<file path="src/rtl/bdg_pkg.sv">
package bdg_pkg;

  typedef enum logic [2:0] {
    REG_NONE = 3'd0,
    REG_ROM  = 3'd1,
    REG_RAM  = 3'd2,
    REG_SER  = 3'd3,
    REG_VID  = 3'd4,
    REG_MCU  = 3'd5
  } region_t;

  localparam int NUM_CS = 5;

endpackage

</file>
<file path="src/rtl/bdg_boot.sv">
// Boot overlay: counts completed strobe cycles since reset and keeps
// boot_n low until BOOT_CYCLES of them have ended.
module bdg_boot #(
  parameter int BOOT_CYCLES = 4
) (
  input  logic clk,
  input  logic rst,
  input  logic as_n,
  output logic boot_n
);

  logic                   as_q;
  logic [BOOT_CYCLES-1:0] seen;

  always_ff @(posedge clk) begin
    if (rst) begin
      as_q <= 1'b1;
      seen <= '0;
    end else begin
      as_q <= as_n;
      if (!as_q && as_n)
        seen <= (seen << 1) | BOOT_CYCLES'(1);
    end
  end

  assign boot_n = seen[BOOT_CYCLES-1];

endmodule

</file>
<file path="src/rtl/bdg_decode.sv">
// Address map: combinational region lookup on the word address.
module bdg_decode
  import bdg_pkg::*;
#(
  parameter int          ADDR_W     = 24,
  parameter int          RAM_BYTES  = 4194304,
  parameter bit          ROM_AT_TOP = 1'b0,
  parameter logic [7:0]  ROM_PAGE_LO = 8'h50,
  parameter logic [7:0]  ROM_PAGE_HI = 8'hFF,
  parameter logic [7:0]  SER_PAGE   = 8'hFE,
  parameter logic [7:0]  VID_PAGE   = 8'hFD,
  parameter logic [7:0]  MCU_PAGE   = 8'hFB
) (
  input  logic [ADDR_W-1:1] addr,
  input  logic              boot_act,
  output region_t           region
);

  localparam int PAGE_W = ADDR_W - 16;
  localparam logic [ADDR_W-2:0] RAM_WORDS = (ADDR_W-1)'(RAM_BYTES / 2);

  logic [PAGE_W-1:0] page;
  logic              rom_hit;

  assign page = addr[ADDR_W-1:16];

  generate
    if (ROM_AT_TOP) begin : g_rom_top
      assign rom_hit = (page == PAGE_W'(ROM_PAGE_HI));
    end else begin : g_rom_low
      assign rom_hit = (page == PAGE_W'(ROM_PAGE_LO));
    end
  endgenerate

  always_comb begin
    if (boot_act)                       region = REG_ROM;
    else if (rom_hit)                   region = REG_ROM;
    else if (page == PAGE_W'(SER_PAGE)) region = REG_SER;
    else if (page == PAGE_W'(VID_PAGE)) region = REG_VID;
    else if (page == PAGE_W'(MCU_PAGE)) region = REG_MCU;
    else if (addr < RAM_WORDS)          region = REG_RAM;
    else                                region = REG_NONE;
  end

endmodule

</file>
<file path="src/rtl/bdg_ack.sv">
// Wait-state counter: acknowledges a mapped cycle after WAIT_CLKS,
// any cycle after TIMEOUT_CLKS, and records unmapped accesses.
module bdg_ack #(
  parameter int WAIT_CLKS    = 2,
  parameter int TIMEOUT_CLKS = 8
) (
  input  logic clk,
  input  logic rst,
  input  logic as_n,
  input  logic mapped,
  output logic dtack_n,
  output logic unmapped
);

  localparam int CW = $clog2(TIMEOUT_CLKS + 1);
  localparam logic [CW-1:0] WAIT_V = CW'(WAIT_CLKS);
  localparam logic [CW-1:0] TOUT_V = CW'(TIMEOUT_CLKS);

  logic [CW-1:0] cnt;

  always_ff @(posedge clk) begin
    if (rst) begin
      cnt      <= '0;
      dtack_n  <= 1'b1;
      unmapped <= 1'b0;
    end else if (as_n) begin
      cnt     <= '0;
      dtack_n <= 1'b1;
    end else begin
      if (cnt != TOUT_V)
        cnt <= cnt + CW'(1);
      if ((mapped && cnt >= WAIT_V) || cnt == TOUT_V)
        dtack_n <= 1'b0;
      if (!mapped)
        unmapped <= 1'b1;
    end
  end

endmodule

</file>
<file path="src/rtl/boot_decode_glue.sv">
module boot_decode_glue
  import bdg_pkg::*;
#(
  parameter int ADDR_W       = 24,
  parameter int RAM_BYTES    = 4194304,
  parameter bit ROM_AT_TOP   = 1'b0,
  parameter int BOOT_CYCLES  = 4,
  parameter int WAIT_CLKS    = 2,
  parameter int TIMEOUT_CLKS = 8
) (
  input  logic              clk,
  input  logic              rst,
  input  logic [ADDR_W-1:1] addr_i,
  input  logic              as_n,
  input  logic              uds_n,
  input  logic              lds_n,
  input  logic              rw,
  output logic              boot_n,
  output logic              rom_cs_n,
  output logic              ram_cs_n,
  output logic              ser_cs_n,
  output logic              vid_cs_n,
  output logic              mcu_cs_n,
  output logic              rom_oe_hi_n,
  output logic              rom_oe_lo_n,
  output logic              ram_oe_hi_n,
  output logic              ram_oe_lo_n,
  output logic              ram_we_hi_n,
  output logic              ram_we_lo_n,
  output logic              dtack_n,
  output logic              unmapped
);

  localparam int LANES = 2;

  region_t           region;
  logic              sel;
  logic [NUM_CS-1:0] cs_q;
  logic [LANES-1:0]  stb;
  logic [LANES-1:0]  rom_oe_q, ram_oe_q, ram_we_q;

  bdg_boot #(.BOOT_CYCLES(BOOT_CYCLES)) u_boot (
    .clk(clk), .rst(rst), .as_n(as_n), .boot_n(boot_n)
  );

  bdg_decode #(
    .ADDR_W(ADDR_W), .RAM_BYTES(RAM_BYTES), .ROM_AT_TOP(ROM_AT_TOP)
  ) u_decode (
    .addr(addr_i), .boot_act(!boot_n), .region(region)
  );

  bdg_ack #(.WAIT_CLKS(WAIT_CLKS), .TIMEOUT_CLKS(TIMEOUT_CLKS)) u_ack (
    .clk(clk), .rst(rst), .as_n(as_n), .mapped(region != REG_NONE),
    .dtack_n(dtack_n), .unmapped(unmapped)
  );

  assign sel = !as_n;
  assign stb = {!uds_n, !lds_n};

  // Chip selects: bit i corresponds to region code i+1.
  always_ff @(posedge clk) begin
    if (rst) begin
      cs_q <= '1;
    end else begin
      for (int i = 0; i < NUM_CS; i++)
        cs_q[i] <= !(sel && region == region_t'(i + 1));
    end
  end

  // Per-lane enables, index 1 = data 15:8, index 0 = data 7:0.
  generate
    for (genvar l = 0; l < LANES; l++) begin : g_lane
      always_ff @(posedge clk) begin
        if (rst) begin
          rom_oe_q[l] <= 1'b1;
          ram_oe_q[l] <= 1'b1;
          ram_we_q[l] <= 1'b1;
        end else begin
          rom_oe_q[l] <= !(sel && stb[l] && rw  && region == REG_ROM);
          ram_oe_q[l] <= !(sel && stb[l] && rw  && region == REG_RAM);
          ram_we_q[l] <= !(sel && stb[l] && !rw && region == REG_RAM);
        end
      end
    end
  endgenerate

  assign rom_cs_n    = cs_q[0];
  assign ram_cs_n    = cs_q[1];
  assign ser_cs_n    = cs_q[2];
  assign vid_cs_n    = cs_q[3];
  assign mcu_cs_n    = cs_q[4];
  assign rom_oe_hi_n = rom_oe_q[1];
  assign rom_oe_lo_n = rom_oe_q[0];
  assign ram_oe_hi_n = ram_oe_q[1];
  assign ram_oe_lo_n = ram_oe_q[0];
  assign ram_we_hi_n = ram_we_q[1];
  assign ram_we_lo_n = ram_we_q[0];

endmodule

</file>
<file path="config.mk">
export PLATFORM = sky130hd
export DESIGN_NAME = boot_decode_glue
export DESIGN_NICKNAME = d
export VERILOG_FILES = /design/src/rtl/bdg_pkg.sv /design/src/rtl/bdg_boot.sv /design/src/rtl/bdg_decode.sv /design/src/rtl/bdg_ack.sv /design/src/rtl/boot_decode_glue.sv
export SDC_FILE = /design/constraint.sdc
export NUM_CORES = 1
export LEC_CHECK = 0
export BUFFER_PORTS_ARGS = -buffer_cell sky130_fd_sc_hd__buf_2
export CAP_MARGIN = 20
export CORE_MARGIN = 5
export CORE_UTILIZATION = 45
export CTS_BUF_LIST = sky130_fd_sc_hd__clkbuf_8 sky130_fd_sc_hd__clkbuf_16
export CTS_CLUSTER_SIZE = 30
export DETAILED_ROUTE_END_ITERATION = 16
export PLACE_DENSITY = 0.77
export SYNTH_ARGS = -nofsm -noshare
export SYNTH_HDL_FRONTEND = slang
export SYNTH_SLANG_ARGS = --single-unit
export TNS_END_PERCENT = 10
</file>
<file path="constraint.sdc">
create_clock -name clk -period 2 [get_ports clk]
set_input_delay 0.4 -clock clk [delete_from_list [all_inputs] [get_ports clk]]
set_output_delay 0.4 -clock clk [all_outputs]
set_load 0.05 [all_outputs]
</file>
==> results of run 1 <==
-- worst max path at each step --
stage | to | cells after the start
floorplan | u_ack.dtack_n | 4
global placement | u_ack.dtack_n | 6
detailed placement | u_ack.dtack_n | 6
CTS | u_ack.dtack_n | 6
global route | u_ack.dtack_n | 6
finish | u_ack.dtack_n | 6
-- kinds of logic after synthesis --
family / Yosys count
AO/OA/AOI/OAI: 12
XOR/XNOR: 3
adder cells (fa/ha/maj): 3
buffers and inverters: 11
flip-flops: 22
multiplexers: 3
AND/OR/NAND/NOR: 51
-- layout by cell type (no fill, tap or decap) --
| master | instances |
|---|---|
| buf_2 | 27 |
| dfxtp_1 | 22 |
| nor2_1 | 16 |
| nand2_1 | 8 |
| inv_1 | 7 |
| nor3_1 | 6 |
| nand4_1 | 6 |
| nand3_1 | 4 |
| mux2i_1 | 3 |
| a21oi_1 | 3 |
| and3_1 | 3 |
| ha_1 | 3 |
| clkbuf_8 | 3 |
| xor2_1 | 2 |
| buf_4 | 2 |
| nand2b_1 | 1 |
| clkinv_1 | 1 |
| nand4b_1 | 1 |
| or4_4 | 1 |
| and3b_1 | 1 |
| o21ai_1 | 1 |
| o21a_1 | 1 |
| o41ai_4 | 1 |
| a41oi_1 | 1 |
| o31ai_1 | 1 |
| a211oi_1 | 1 |
| nand3b_1 | 1 |
| xnor2_1 | 1 |
| o2111ai_1 | 1 |
| o32ai_1 | 1 |
| or4_1 | 1 |
| or4b_2 | 1 |
| o221ai_1 | 1 |
| nor2b_1 | 1 |
| bufinv_16 | 1 |
-- worst min-delay path, cell delays in order --
cell     delay, ns
buf_2         0.07
nor2_1        0.06
nand3_1       0.07
-- metrics by stage --
step                total power, mW  instance area (um2)  setup slack, ns
detailed placement           0.5301                 1116           0.1721
global route                 0.9627                 1187         0.007423
CTS                          0.9324                 1187           0.1385
finish                       0.9204                 1187           0.1419
global placement             0.5269                 1116           0.2265
floorplan                    0.5038                945.9           0.1429
-- cell type report --
type / instances / share of cell area
Clock inverter: 1 / 0.02529
Multi-Input combinational cell: 72 / 0.3888
Inverter: 8 / 0.02529
Timing Repair Buffer: 29 / 0.1264
Clock buffer: 3 / 0.03477
Tap cell: 27 / 0.02845
Sequential cell: 22 / 0.3709
-- power by group --
group	internal, mW	switching [mW]
clock	0.267	0.133
combinational	0.0256	0.0456
sequential	0.445	0.00418
total	0.737	0.183
-- metal layers --
metal  vias to the layer above  track usage  wire, um
met5                         -            0         0
met4                         0      0.06102        14
met3                         2      0.03944       132
met2                        23       0.2044       907
met1                       383       0.1646       859
li1                        429            -         -
==> impl_metrics.yaml, run 1 <==
drt:
  drc: 0
  drtPass1Iterations: 4
  viasPerCell: 5.167
  drt-initial-drc-count: 20
  routed_wl_mm: 1.913
  post_drt_wl_per_cell_um: 11.81
  vias: 837
  ant_nets: 0
min_path:
  worstHoldPathType: "in2reg"
  min_from: "uds_n"
  hold_depth: 3
  hold_end: "rom_oe_hi_n"
floorplanning:
  boundaryPins: 43
  die_w_um: 55.85
  core-area_um2: 1982
  die_h_um: 55.85
  rows: 16
  dieArea_um2: 3119
  start_util: 0.4773
critical_path:
  cp_data_arrival_time_ns: 2.04
  start_kind: "flop"
  timing.rr.start: "u_ack.cnt[0]"
  critPathKind: "reg2reg"
  r2r_setup_slack_ns: 0.14
  end_kind: "flop"
  crit_family: "simple AND/OR/NAND/NOR gates"
  slowest_delay_ns: 0.64
  critPathMaxFanout: 4
  required_ns: 2.18
  timing.critical_path.cells: "inv_1 -> ha_1 -> nand3b_1 -> nand2_1 -> or4b_2 -> o221ai_1"
  worst-path-buf-inv: 1
  slowest_stage: "or4b_2"
  rr_worst_depth: 6
  r2r-end: "u_ack.dtack_n"
  crit_start: "u_ack.cnt[0]"
sta:
  finalSetupViolCount: 0
  min_period_ns: 1.858
  slew_violations: 0
  skew_ns: 0.002395
  fmax_ghz: 0.5382
  setup_tns_ns: 0
  tightest_slew_ns: 0.5250
  hold_viol_final: 0
  fin_crit_sh: 0.9291
  finalHoldWorstSlack_ns: 0.3793
  max-slew-margin-rel: 0.6454
  rsz0062_at_grt: "false"
cts:
  clock_path_buffers: 2
  cts_max_level: 1
  cts_resized: 0
  cts_sinks: 22
  clock_latency_ns: 0.25
  clk_pin_slew_worst_paths_ns: 0.08
  cts_buffers: 3
  cts_tree: "yes"
  cts_setup_buffers: 0
  hold_buffers: 0
  cts_root_buf: "clkbuf_8"
final_layout:
  diodes: 0
  regArea_um2: 440.4
  drive_above_1_share: 0.2667
  fillerInstances: 174
  final_util: 0.5991
  nets: 168
  syn_to_final_growth_pct: 25.53
  multi_input_area_um2: 461.7
  largestRegisters: "cs_q: 5 flops, u_ack.cnt: 4 flops, u_boot.seen: 4 flops"
  largest_reg_flops: 5
  stdcell_count: 162
  regMostFlops: "cs_q"
run:
  cap_viol_max_count: 0
synth:
  synth_cell_types: 33
  synth_fa_ha_area_frac: 0.03968
  synth_edf_count: 0
  synth_cells: 105
  synth-seq-cells: 22
  synth_compound_area_frac: 0.1111
  ys_seq_area_frac: 0.4656
  yosys.area_share.simple: 0.2778
  synth_area_per_cell_um2: 9.009
  ys_warn_count: 0
  yosysTopAreaCellShare: 0.4656
  synthTopCellsByArea: "dfxtp_1, nor2_1, ha_1"
  muxShareOfSynthArea: 0.03175
  synth_nets: 137
  synthXorXnorAreaFrac: 0.02778
  syn_area_um2: 945.9
  synth_async_sr_flop_share: 0
  synth_top_cell_by_area: "dfxtp_1"
  yosys_most_used_dff: "dfxtp_1"
  synth_top_family_by_area: "simple AND/OR/NAND/NOR gates"
  yosysMostFrequentCell: "dfxtp_1"
  yosys-top-cells-count: "dfxtp_1, nor2_1, nand2_1, inv_1"
grt:
  grt_max_degree: 14
  antenna_found_initial: 0
  grt_first_pass_wirelength_mm: 3.367
  grt_use_total: 0.1309
  overflow: 0
  grt_pass1_vias: 817
power_and_ir_drop:
  power_density_nw_per_um2: 775.1
  p_leak_nw: 0.4894
  vdd_drop_max_mv: 0.6153
placed_design:
  place.gp.congestion: 0.8228
  dp.cells: 158
  detailed_place_hpwl_mm: 1.449
  portBuffers: 27
outcome:
  status: "finished clean"
(Power assumes the default switching activity.)
==> run 2: changes to the inputs <==
Settings changed: GPL_TIMING_DRIVEN set to 0.
==> run 2 against run 1 <==
Net effect: non-clock buffer count is 1 higher; sequential share of layout area is 0.12 points lower; cell area is 0.32% higher; largest power group unchanged.
==> impl_metrics.yaml, run 2 (same netlist as run 1, synthesis figures left out) <==
cts:
  cts_tree: "yes"
  clock_path_buffers: 2
  cts_sinks: 22
  cts_max_level: 1
  clock_latency_ns: 0.26
  cts_root_buf: "clkbuf_8"
  cts_resized: 0
  clk_pin_slew_worst_paths_ns: 0.08
  cts_buffers: 3
  hold_buffers: 0
final_layout:
  regMostFlops: "cs_q"
  mostFrequentLayoutCells: "buf_2, dfxtp_1, nor2_1, nand2_1, inv_1"
  syn_to_final_growth_pct: 25.93
  drive_above_1_share: 0.2647
  nets: 169
  stdcell_area_um2: 1191
  diodes: 0
  fillerInstances: 181
  final_common_cell: "buf_2"
  largestRegisters: "cs_q: 5 flops, u_ack.cnt: 4 flops, u_boot.seen: 4 flops"
  largest_reg_flops: 5
drt:
  vias: 852
  drc: 0
  viasPerCell: 5.227
  top_layer: "met4"
  ant_nets: 0
  post_drt_wl_per_cell_um: 12.60
  wl_met2_um: 933
  drtPass1Iterations: 4
  routed_wl_mm: 2.053
  drt-initial-drc-count: 16
  wl_met3_um: 161
  drt-met1-wl_um: 918
power_and_ir_drop:
  vdd_drop_max_mv: 0.6156
  p_total_mw: 0.9314
  switchingPower_mw: 0.1939
  seq_power_share: 0.482
  clockPowerShare: 0.440
  power_density_nw_per_um2: 781.9
  p_comb_frac: 0.078
  p_int_mw: 0.7375
  switching_share: 0.2082
  p_leak_nw: 0.4910
critical_path:
  cp_data_arrival_time_ns: 2.00
  required_ns: 2.18
  start_kind: "flop"
  critPathKind: "reg2reg"
  critPathMaxFanout: 4
  crit_start: "u_ack.cnt[0]"
  end_kind: "flop"
  timing.rr.start: "u_ack.cnt[0]"
floorplanning:
  boundaryPins: 43
  die_h_um: 55.85
  die_w_um: 55.85
  start_util: 0.4773
  rows: 16
  core-area_um2: 1982
  dieArea_um2: 3119
placed_design:
  portBuffers: 25
  place_area_um2: 1105
  detailed_place_hpwl_mm: 1.475
  place.gp.congestion: 0.8353
sta:
  hold_viol_final: 0
  tightest_slew_ns: 0.5555
  rsz0062_at_grt: "false"
  min_period_ns: 1.819
  slew_violations: 0
  max-slew-margin-rel: 0.6284
  skew_ns: 0.002980
  fin_crit_sh: 0.9097
  setup_tns_ns: 0
  fmax_ghz: 0.5496
  finalSetupViolCount: 0
grt:
  overflow: 0
  grt_first_pass_wirelength_mm: 3.422
  grt_pass1_vias: 784
  antenna_found_initial: 0
  grt_use_total: 0.1361
  grt_max_degree: 14
min_path:
  min_from: "uds_n"
  worstHoldPathType: "in2reg"
run:
  cap_viol_max_count: 0
outcome:
  status: "finished clean"
[run 2: changes by cell type in the layout (fill, tap and decap cells not counted), sizes merged]
cell	delta
clkbuf	+1
[run 2: worst paths after layout]
path	depth (start not counted)	endpoint	slack (ns)
max	6	u_ack.dtack_n	0.18
min	3	rom_oe_hi_n	0.37
max reg2reg	6	u_ack.dtack_n	0.18
min reg2reg	2	u_boot.seen[0]	0.46
[run 2: worst max-delay path, cell delays in order, from the launching register on]
cell,delay [ns]
dfxtp_1,0.40
inv_1,0.09
ha_1,0.22
nand3b_1,0.12
nand2_1,0.09
or4b_2,0.63
o221ai_1,0.19
[run 2: area by class of cell]
type	instances	area, um2	area share
Timing Repair Buffer	27	140.1	0.1176
Sequential cell	22	440.4	0.3697
Tap cell	27	33.78	0.02836
Inverter	8	30.03	0.02521
Clock inverter	1	30.03	0.02521
Buffer	3	13.76	0.01155
Multi-Input combinational cell	72	461.7	0.3876
Clock buffer	3	41.29	0.03466
[run 2: routing by layer]
metal  track usage  vias up
met5             0        -
met4       0.08136        0
met3       0.04640        4
met2        0.2044       30
met1        0.1669      385
li1              -      433
[run 2: timing repair]
item,in CTS,in global routing
setup buffers,0,2
setup endpoints to repair,0,1
endpoints found under the hold margin,0,0
[run 2: through the flow]
step	hold WS (ns)	utilization	std cells	setup WS (ns)
after global placement	0.4341	0.5574	157	0.1289
final	0.3735	0.6010	163	0.1805
after floorplan	0.4249	-	105	0.1429
after detailed placement	0.4449	0.5574	157	0.1308
after CTS	0.3727	0.5934	161	0.1263
after global routing	0.3787	0.6010	163	0.08327
[run 2: power groups by stage]
stage                     combinational [mW]  clock (mW)  sequential [mW]
after global routing                  0.0804       0.437            0.450
after floorplan                       0.0355           0            0.468
after CTS                             0.0724       0.415            0.449
after global placement                0.0680           0            0.459
after detailed placement              0.0708           0            0.459
final                                 0.0723       0.410            0.449
